$ cat config.mk
export PLATFORM = sky130hd
export DESIGN_NAME = bin2bcd_serial
export DESIGN_NICKNAME = d
export VERILOG_FILES = /design/src/rtl/bcd_conv_pkg.sv /design/src/rtl/bcd_digit_cell.sv /design/src/rtl/bcd_shift_chain.sv /design/src/rtl/bin2bcd_serial.sv
export SDC_FILE = /design/constraint.sdc
export NUM_CORES = 1
export LEC_CHECK = 0
export BUFFER_PORTS_ARGS = -buffer_cell sky130_fd_sc_hd__buf_2
export CAP_MARGIN = 15
export CORE_MARGIN = 5
export CORE_UTILIZATION = 40
export CTS_CLUSTER_DIAMETER = 100
export CTS_CLUSTER_SIZE = 25
export DETAILED_ROUTE_END_ITERATION = 8
export SYNTH_ARGS = -nofsm -noshare
export SYNTH_HDL_FRONTEND = slang
export SYNTH_HIERARCHICAL = 1
export SYNTH_SLANG_ARGS = --single-unit
$ cat constraint.sdc
create_clock -name clk -period 3.2 [get_ports clk]
set_input_delay 0.32 -clock clk [delete_from_list [all_inputs] [get_ports clk]]
set_output_delay 0.32 -clock clk [all_outputs]
set_load 0.01 [all_outputs]
$ cat src/rtl/bcd_conv_pkg.sv
package bcd_conv_pkg;

    typedef enum logic [1:0] {
        ST_IDLE  = 2'd0,
        ST_SHIFT = 2'd1,
        ST_DONE  = 2'd2
    } conv_state_t;

    localparam int DIGIT_BITS = 4;

endpackage

$ cat src/rtl/bcd_digit_cell.sv
// One decimal digit of the shift chain: doubles the digit, adds the bit
// arriving from below, and folds values of ten or more back into range.
module bcd_digit_cell
    import bcd_conv_pkg::*;
(
    input  logic [DIGIT_BITS-1:0] dig_in,
    input  logic                  bit_in,
    output logic [DIGIT_BITS-1:0] dig_out,
    output logic                  bit_out
);
    logic [DIGIT_BITS:0] doubled;

    always_comb begin
        doubled = {dig_in, bit_in};
        if (doubled >= (DIGIT_BITS+1)'(10)) begin
            dig_out = DIGIT_BITS'(doubled - (DIGIT_BITS+1)'(10));
            bit_out = 1'b1;
        end else begin
            dig_out = doubled[DIGIT_BITS-1:0];
            bit_out = 1'b0;
        end
    end
endmodule

$ cat src/rtl/bcd_shift_chain.sv
// A row of digit cells; each carry reaches only its upper neighbour.
module bcd_shift_chain
    import bcd_conv_pkg::*;
#(
    parameter int DIG_N = 5
) (
    input  logic [DIGIT_BITS*DIG_N-1:0] cur_digits,
    input  logic                        ser_bit,
    output logic [DIGIT_BITS*DIG_N-1:0] nxt_digits,
    output logic                        overflow_bit
);
    logic [DIG_N:0] link;

    assign link[0]      = ser_bit;
    assign overflow_bit = link[DIG_N];

    for (genvar g = 0; g < DIG_N; g++) begin : g_cell
        bcd_digit_cell u_cell (
            .dig_in  (cur_digits[DIGIT_BITS*g +: DIGIT_BITS]),
            .bit_in  (link[g]),
            .dig_out (nxt_digits[DIGIT_BITS*g +: DIGIT_BITS]),
            .bit_out (link[g+1])
        );
    end
endmodule

$ cat src/rtl/bin2bcd_serial.sv
module bin2bcd_serial
    import bcd_conv_pkg::*;
#(
    parameter int BIN_W = 16,
    parameter int DIG_N = 5
) (
    input  logic                        clk,
    input  logic                        rst_n,
    input  logic                        start,
    input  logic [BIN_W-1:0]            bin_in,
    output logic                        busy,
    output logic                        done,
    output logic [DIGIT_BITS*DIG_N-1:0] bcd_out
);
    localparam int BCD_W = DIGIT_BITS * DIG_N;
    localparam int CNT_W = $clog2(BIN_W + 1);

    conv_state_t       state_q, state_d;
    logic [BIN_W-1:0]  opnd_q;
    logic [BCD_W-1:0]  bcd_q, bcd_nx;
    logic [CNT_W-1:0]  cnt_q;
    logic              accept, last_step, ovf_unused;

    assign accept    = (state_q == ST_IDLE) && start;
    assign last_step = (cnt_q == CNT_W'(1));

    // next-state logic
    always_comb begin
        state_d = state_q;
        unique case (state_q)
            ST_IDLE:  if (start)     state_d = ST_SHIFT; // accept
            ST_SHIFT: if (last_step) state_d = ST_DONE;  // finish, else step
            ST_DONE:                 state_d = ST_IDLE;  // release
            default:                 state_d = ST_IDLE;
        endcase
    end

    // state register
    always_ff @(posedge clk or negedge rst_n) begin
        if (!rst_n) state_q <= ST_IDLE;
        else        state_q <= state_d;
    end

    // outputs
    always_comb begin
        busy    = (state_q != ST_IDLE);
        done    = (state_q == ST_DONE);
        bcd_out = bcd_q;
    end

    bcd_shift_chain #(.DIG_N(DIG_N)) u_chain (
        .cur_digits   (bcd_q),
        .ser_bit      (opnd_q[BIN_W-1]),
        .nxt_digits   (bcd_nx),
        .overflow_bit (ovf_unused)
    );

    // datapath
    always_ff @(posedge clk or negedge rst_n) begin
        if (!rst_n) begin
            opnd_q <= '0;
            bcd_q  <= '0;
            cnt_q  <= '0;
        end else if (accept) begin
            opnd_q <= bin_in;
            bcd_q  <= '0;
            cnt_q  <= CNT_W'(BIN_W);
        end else if (state_q == ST_SHIFT) begin
            opnd_q <= opnd_q << 1;
            bcd_q  <= bcd_nx;
            cnt_q  <= cnt_q - CNT_W'(1);
        end
    end

    // completion is a single-cycle pulse
    a_r6_done_pulse: assert property (@(posedge clk) disable iff (!rst_n)
        done |=> !done);

    // an accepted start makes the block busy without completing at once
    a_r3_accept_busy: assert property (@(posedge clk) disable iff (!rst_n)
        (!busy && start) |=> (busy && !done));

    // result is stable while idle and no start arrives
    a_r5_hold_idle: assert property (@(posedge clk) disable iff (!rst_n)
        (!busy && !start) |=> $stable(bcd_out));

    // a start during the done cycle does not restart the engine
    a_r7_no_restart: assert property (@(posedge clk) disable iff (!rst_n)
        (done && start) |=> !busy);

    // every stored digit stays a legal decimal digit
    for (genvar g = 0; g < DIG_N; g++) begin : g_dig_chk
        a_r2_digit_legal: assert property (@(posedge clk) disable iff (!rst_n)
            bcd_q[DIGIT_BITS*g +: DIGIT_BITS] <= DIGIT_BITS'(9));
    end
endmodule

Word level (Yosys, flattened, before mapping)
Cells that the tools add are included.
- reduce and logical (&&, ||, !) cells: 5
- mux-type cells: 18
- equal/unequal tests: 5
- add/sub/neg operators: 6
- magnitude comparators: 5
- operators with widths (kind ; number):
    two-way mux 20 bit ; 2
    two-way mux 16 bit ; 2
    greater-or-equal comparator 5 x 4 -> 1 bit, second input constant ; 5
    two-way mux 4 bit ; 5
    subtractor 4 bit, second input constant ; 5
    two-way mux 5 bit ; 2
    == test 5 x 1 -> 1 bit, second input constant ; 1
    subtractor 5 x 1 -> 5 bit, second input constant ; 1
    two-way mux 1 bit ; 4
    two-way mux 2 bit ; 2
    inequality test 2 bit, second input constant ; 2
    case mux 2 bit (2 select lines) ; 1
    nonzero test 2 bit ; 2
    == test 2 x 1 -> 1 bit, second input constant ; 1
    == test 2 bit, second input constant ; 1
    logical NOT 2 bit ; 1
    AND reduction 2 bit ; 1
    logical AND 1 bit ; 1
- output and inout port bits: 22
- input bits: 19
- bits in registers: 43
- logic and storage cells: 43

Longest topological paths before layout
- depth in word-level cells: 12
- depth in mapped cells: 13

By module
Netlist, hierarchy kept.
- modules (own cells, without submodules) (module ; area each (sq um) ; cells an instance ; times used ; seq. area each (sq um)):
    bin2bcd_serial ; 1969.4 ; 194 ; 1 ; 1076.0
    bcd_digit_cell ; 120.1 ; 20 ; 5 ; 0.0

Worst setup path before layout
No wires, ideal clock.
- path kind: flip-flop to flip-flop
- start point: register bcd_q[1] (netlist: bcd_out[1])
- end point: register bcd_q[17] (netlist: bcd_out[17])
- data arrival time: 2.575 ns
- stages on the path, launching flop included: 14
- setup time: 0.065 ns
- buffers on the path: 0
- period minus slack after synthesis: 2.641 ns
- path slack: 0.559 ns
- cell sequence: dfrtp_1 inv_1 ha_1 inv_2 a21oi_1 o31ai_1 o31ai_1 o31ai_1 o31ai_1 o21ai_1 a21o_1 mux2i_1 nand2_1 nand2_1
- word-level cells in the longest chain between the ends: 12
- elaborated cells between the ends (all ways): 13
- classes of those cells: add/sub (1); order compare (5); mux (7)
- ends and longest elaborated chain (what ; line ; text):
    start: declaration ; bin2bcd_serial.sv:20 ; logic [BCD_W-1:0] bcd_q, bcd_nx;
    start signal: assignment ; bin2bcd_serial.sv:70 ; bcd_q <= bcd_nx;
    greater-or-equal comparator 5 x 4 -> 1 bit * ; bcd_digit_cell.sv:15 ; if (doubled >= (DIGIT_BITS+1)'(10)) begin
    two-way mux 1 bit * ; bcd_digit_cell.sv:15 ;
    net u_chain.link[1] ; bcd_shift_chain.sv:12 ; logic [DIG_N:0] link;
    greater-or-equal comparator 5 x 4 -> 1 bit * ; bcd_digit_cell.sv:15 ;
    two-way mux 1 bit * ; bcd_digit_cell.sv:15 ;
    net u_chain.link[2] ; bcd_shift_chain.sv:12 ;
    greater-or-equal comparator 5 x 4 -> 1 bit * ; bcd_digit_cell.sv:15 ;
    two-way mux 1 bit * ; bcd_digit_cell.sv:15 ;
    net u_chain.link[3] ; bcd_shift_chain.sv:12 ;
    greater-or-equal comparator 5 x 4 -> 1 bit * ; bcd_digit_cell.sv:15 ;
    two-way mux 1 bit * ; bcd_digit_cell.sv:15 ;
    net u_chain.link[4] ; bcd_shift_chain.sv:12 ;
    subtractor 4 bit / greater-or-equal comparator 5 x 4 -> 1 bit (equally long branches) ; bcd_digit_cell.sv:16, bcd_digit_cell.sv:15 ;
    two-way mux 4 bit * ; bcd_digit_cell.sv:15 ;
    net bcd_nx[17] ; bin2bcd_serial.sv:20 ;
    two-way mux 20 bit * ; bin2bcd_serial.sv:68 ; end else if (state_q == ST_SHIFT) begin
    two-way mux 20 bit * ; bin2bcd_serial.sv:64 ; end else if (accept) begin
Mark *: on every way through the listed nets, which the timed path passes. The rest lies on a longest branch. The select of a mux whose other input is x is not followed.
A chain may end at the register's enable or synchronous reset.

Final worst setup path
- start point: register bcd_q[1] (netlist: bcd_out[1])
- end point: register bcd_q[17] (netlist: bcd_out[17])
- word-level cells in the longest chain between the ends: 12
- elaborated cells between the ends (all ways): 13
- classes of those cells: add/sub (1); order compare (5); mux (7)
- ends and longest elaborated chain (what ; line):
    greater-or-equal comparator 5 x 4 -> 1 bit * ; bcd_digit_cell.sv:15
    two-way mux 1 bit * ; bcd_digit_cell.sv:15
    greater-or-equal comparator 5 x 4 -> 1 bit * ; bcd_digit_cell.sv:15
    two-way mux 1 bit * ; bcd_digit_cell.sv:15
    greater-or-equal comparator 5 x 4 -> 1 bit * ; bcd_digit_cell.sv:15
    two-way mux 1 bit * ; bcd_digit_cell.sv:15
    greater-or-equal comparator 5 x 4 -> 1 bit * ; bcd_digit_cell.sv:15
    two-way mux 1 bit * ; bcd_digit_cell.sv:15
    subtractor 4 bit / greater-or-equal comparator 5 x 4 -> 1 bit (equally long branches) ; bcd_digit_cell.sv:16, bcd_digit_cell.sv:15
    two-way mux 4 bit * ; bcd_digit_cell.sv:15
    net bcd_nx[17] ; bin2bcd_serial.sv:20
    two-way mux 20 bit * ; bin2bcd_serial.sv:68
    two-way mux 20 bit * ; bin2bcd_serial.sv:64
Marked as above.

==> metrics.yaml <==
status:
  outcome: "complete, no violations"
layout:
  antenna_cells: 0
  drive_gt1_frac: 0.247
  final_util: 0.453
  final_area_um2: 2850
  synthToLayoutAreaGrowth_pct: 11.2
  nNetsFinal: 349
  nFillCells: 632
critical_path:
  criticalPathCategory: "register to register"
  cp.required_ps: 3440
  cp-start-kind: "register"
  regToRegEndpoint: "bcd_out[17]"
  path_cells: "inv_1, ha_1, inv_2, a21oi_1, o31ai_1, o31ai_2, o31ai_1, o31ai_1, o21ai_1, a21o_1, mux2i_1, nand2_1, nand2_1"
  critical-path-max-stage-delay_ps: 440
  cp.arrival_ps: 3040
  r2r-start: "bcd_out[1]"
  end_kind: "register"
  cpLargestDelayFamily: "compound AO/OA/AOI/OAI gates"
  path_common_cell: "o31ai_1"
  cp_slowest_cell: "dfrtp_1"
  rrSetupSlack_ps: 410
  r2r_cells: 13
  crit_buf_inv: 2
  cp_max_fo: 6
  crit_cells: 13
floorplanning:
  start_util: 0.408
  rows: 29
  ios: 41
  die_area_um2: 8100
  die_y_um: 90.0
  coreArea_um2: 6280
  die_x_um: 90.0
routing:
  drt_wl_total_mm: 5.44
  drcViolationCount: 0
  drt-initial-drc-count: 115
  vias: 2084
  dr.pass1.iters: 4
  wire_per_inst_um: 13.6
  detail-route-antenna-nets: 0
  avgViaCountPerCell: 5.20
sta:
  finalSetupTns_ps: 0
  slew_headroom: 0.344
  fmax_ghz: 0.358
  finalWorstSetupSlack_ps: 407
  hold-worst-slack_ps: 173
  worstMarginPinSlew_ps: 983
  period_minus_slack_ps: 2790
  drv_slew: 0
  rsz0062_at_grt: "false"
  period_share: 0.873
  fin_skew_ps: 4.98
  hold_viol: 0
  setup_viol: 0
clock_tree:
  clk_latency_ps: 300
  clock_sinks: 43
  cts_buffers: 5
  path_clk_slew_ps: 90
  cts_tree: "done"
  clockBufferDepth: 2
  cts.htree.levels: 2
  cts_root_buffer: "clkbuf_8"
  ctsHoldBuffers: 0
pwr:
  pwr-share-clk: 0.141
  pwr-share-seq: 0.365
  p_int_mw: 1.68
  switching_share: 0.454
  combPwrFrac: 0.493
  switchingPower_mw: 1.40
  p_leak_nw: 1.46
  powerDensity_nw_per_um2: 1080
  ir_worst_vdd_mv: 0.672
synth:
  netlist_instances: 292
  syn_nets: 318
  ys_warn_count: 6
  syn_area_per_cell_um2: 8.76
  synth_area_um2: 2560
global_route:
  grt.overflow.total: 0
  globalRouteTotalUtil: 0.137
  antenna_found_initial: 0
  grt_pass1_vias: 2061
  grt_max_degree: 44
  grt_pass1_wl_mm: 9.40
min_path:
  hp-class: "primary input to async pin"
placed_design:
  placed_cell_area_um2: 2730
  pre_cts_slack_ps: 289
  gp_congestion: 0.809
  io_buffers: 40
  dp_hpwl_mm: 3.69
job:
  drv_cap: 0
[timing repair]
item / 4_1_cts / 5_1_grt
endpoints found under the setup margin: 0 / 2
endpoints found under the hold margin: 0 / 0
buffers inserted: 0 / 0
resized for setup: 0 / 1
[routing by layer]
metal	global-route usage	wire (um)	vias to the layer above
met4	0.0447	60	0
met3	0.0392	328	6
met2	0.223	2450	53
met1	0.177	2590	986
met5	0	0	-
li1	-	-	1039
[metrics by stage]
step	power, mW	cells
floorplan	2.34	292
global placement	2.61	393
detailed placement	2.66	393
CTS	3.11	401
global route	3.37	401
finish	3.08	401
[power by group through the flow]
stage | combinational, mW | clock (mW) | sequential, mW
floorplan | 1.23 | 0 | 1.10
global placement | 1.49 | 0 | 1.12
detailed placement | 1.53 | 0 | 1.13
CTS | 1.54 | 0.448 | 1.12
global route | 1.74 | 0.463 | 1.17
finish | 1.52 | 0.435 | 1.12
[worst max-delay path by stage]
| stage | start | end | slack [ps] |
|---|---|---|---|
| 6_report | bcd_out[1] | bcd_out[17] | 410 |
| 5_1_grt | bcd_out[1] | bcd_out[18] | 80 |
| 4_1_cts | bcd_out[1] | bcd_out[17] | 280 |
| 3_5_place_dp | bcd_out[0] | bcd_out[17] | 290 |
| 3_3_place_gp | bcd_out[1] | bcd_out[17] | 430 |
| 2_1_floorplan | bcd_out[1] | bcd_out[17] | 620 |
[layout make-up]
| cell class | count | area [um^2] | area share |
|---|---|---|---|
| clock inverter | 3 | 43.8 | 0.0154 |
| sequential | 43 | 1080 | 0.378 |
| tap | 77 | 96.3 | 0.0338 |
| multi-input combinational | 212 | 1270 | 0.447 |
| clock buffer | 5 | 68.8 | 0.0242 |
| inverter | 18 | 67.6 | 0.0237 |
| timing repair buffer | 43 | 223 | 0.0782 |
[cells in the final DEF, fill, tap and decap left out, types with 3 or more instances in the layout]
cell type / n
mux2i_1: 7
buf_4: 3
ha_1: 7
nor2_1: 7
nand3_1: 3
buf_2: 40
o211ai_1: 5
o31ai_1: 3
inv_1: 13
inv_2: 5
o21ai_1: 5
a21oi_1: 5
a211o_1: 5
o21ai_0: 10
nor2b_1: 6
a21o_1: 5
a22oi_1: 15
clkbuf_8: 5
nand2_1: 92
nand3_2: 19
dfrtp_1: 43
o21bai_1: 5
[flip-flops by register name, summed over array words and instances (netlist names)]
register	cells
state_q	2
cnt_q	5
bcd_out	20
opnd_q	16
Note: power is estimated with default switching activity, not from simulation.
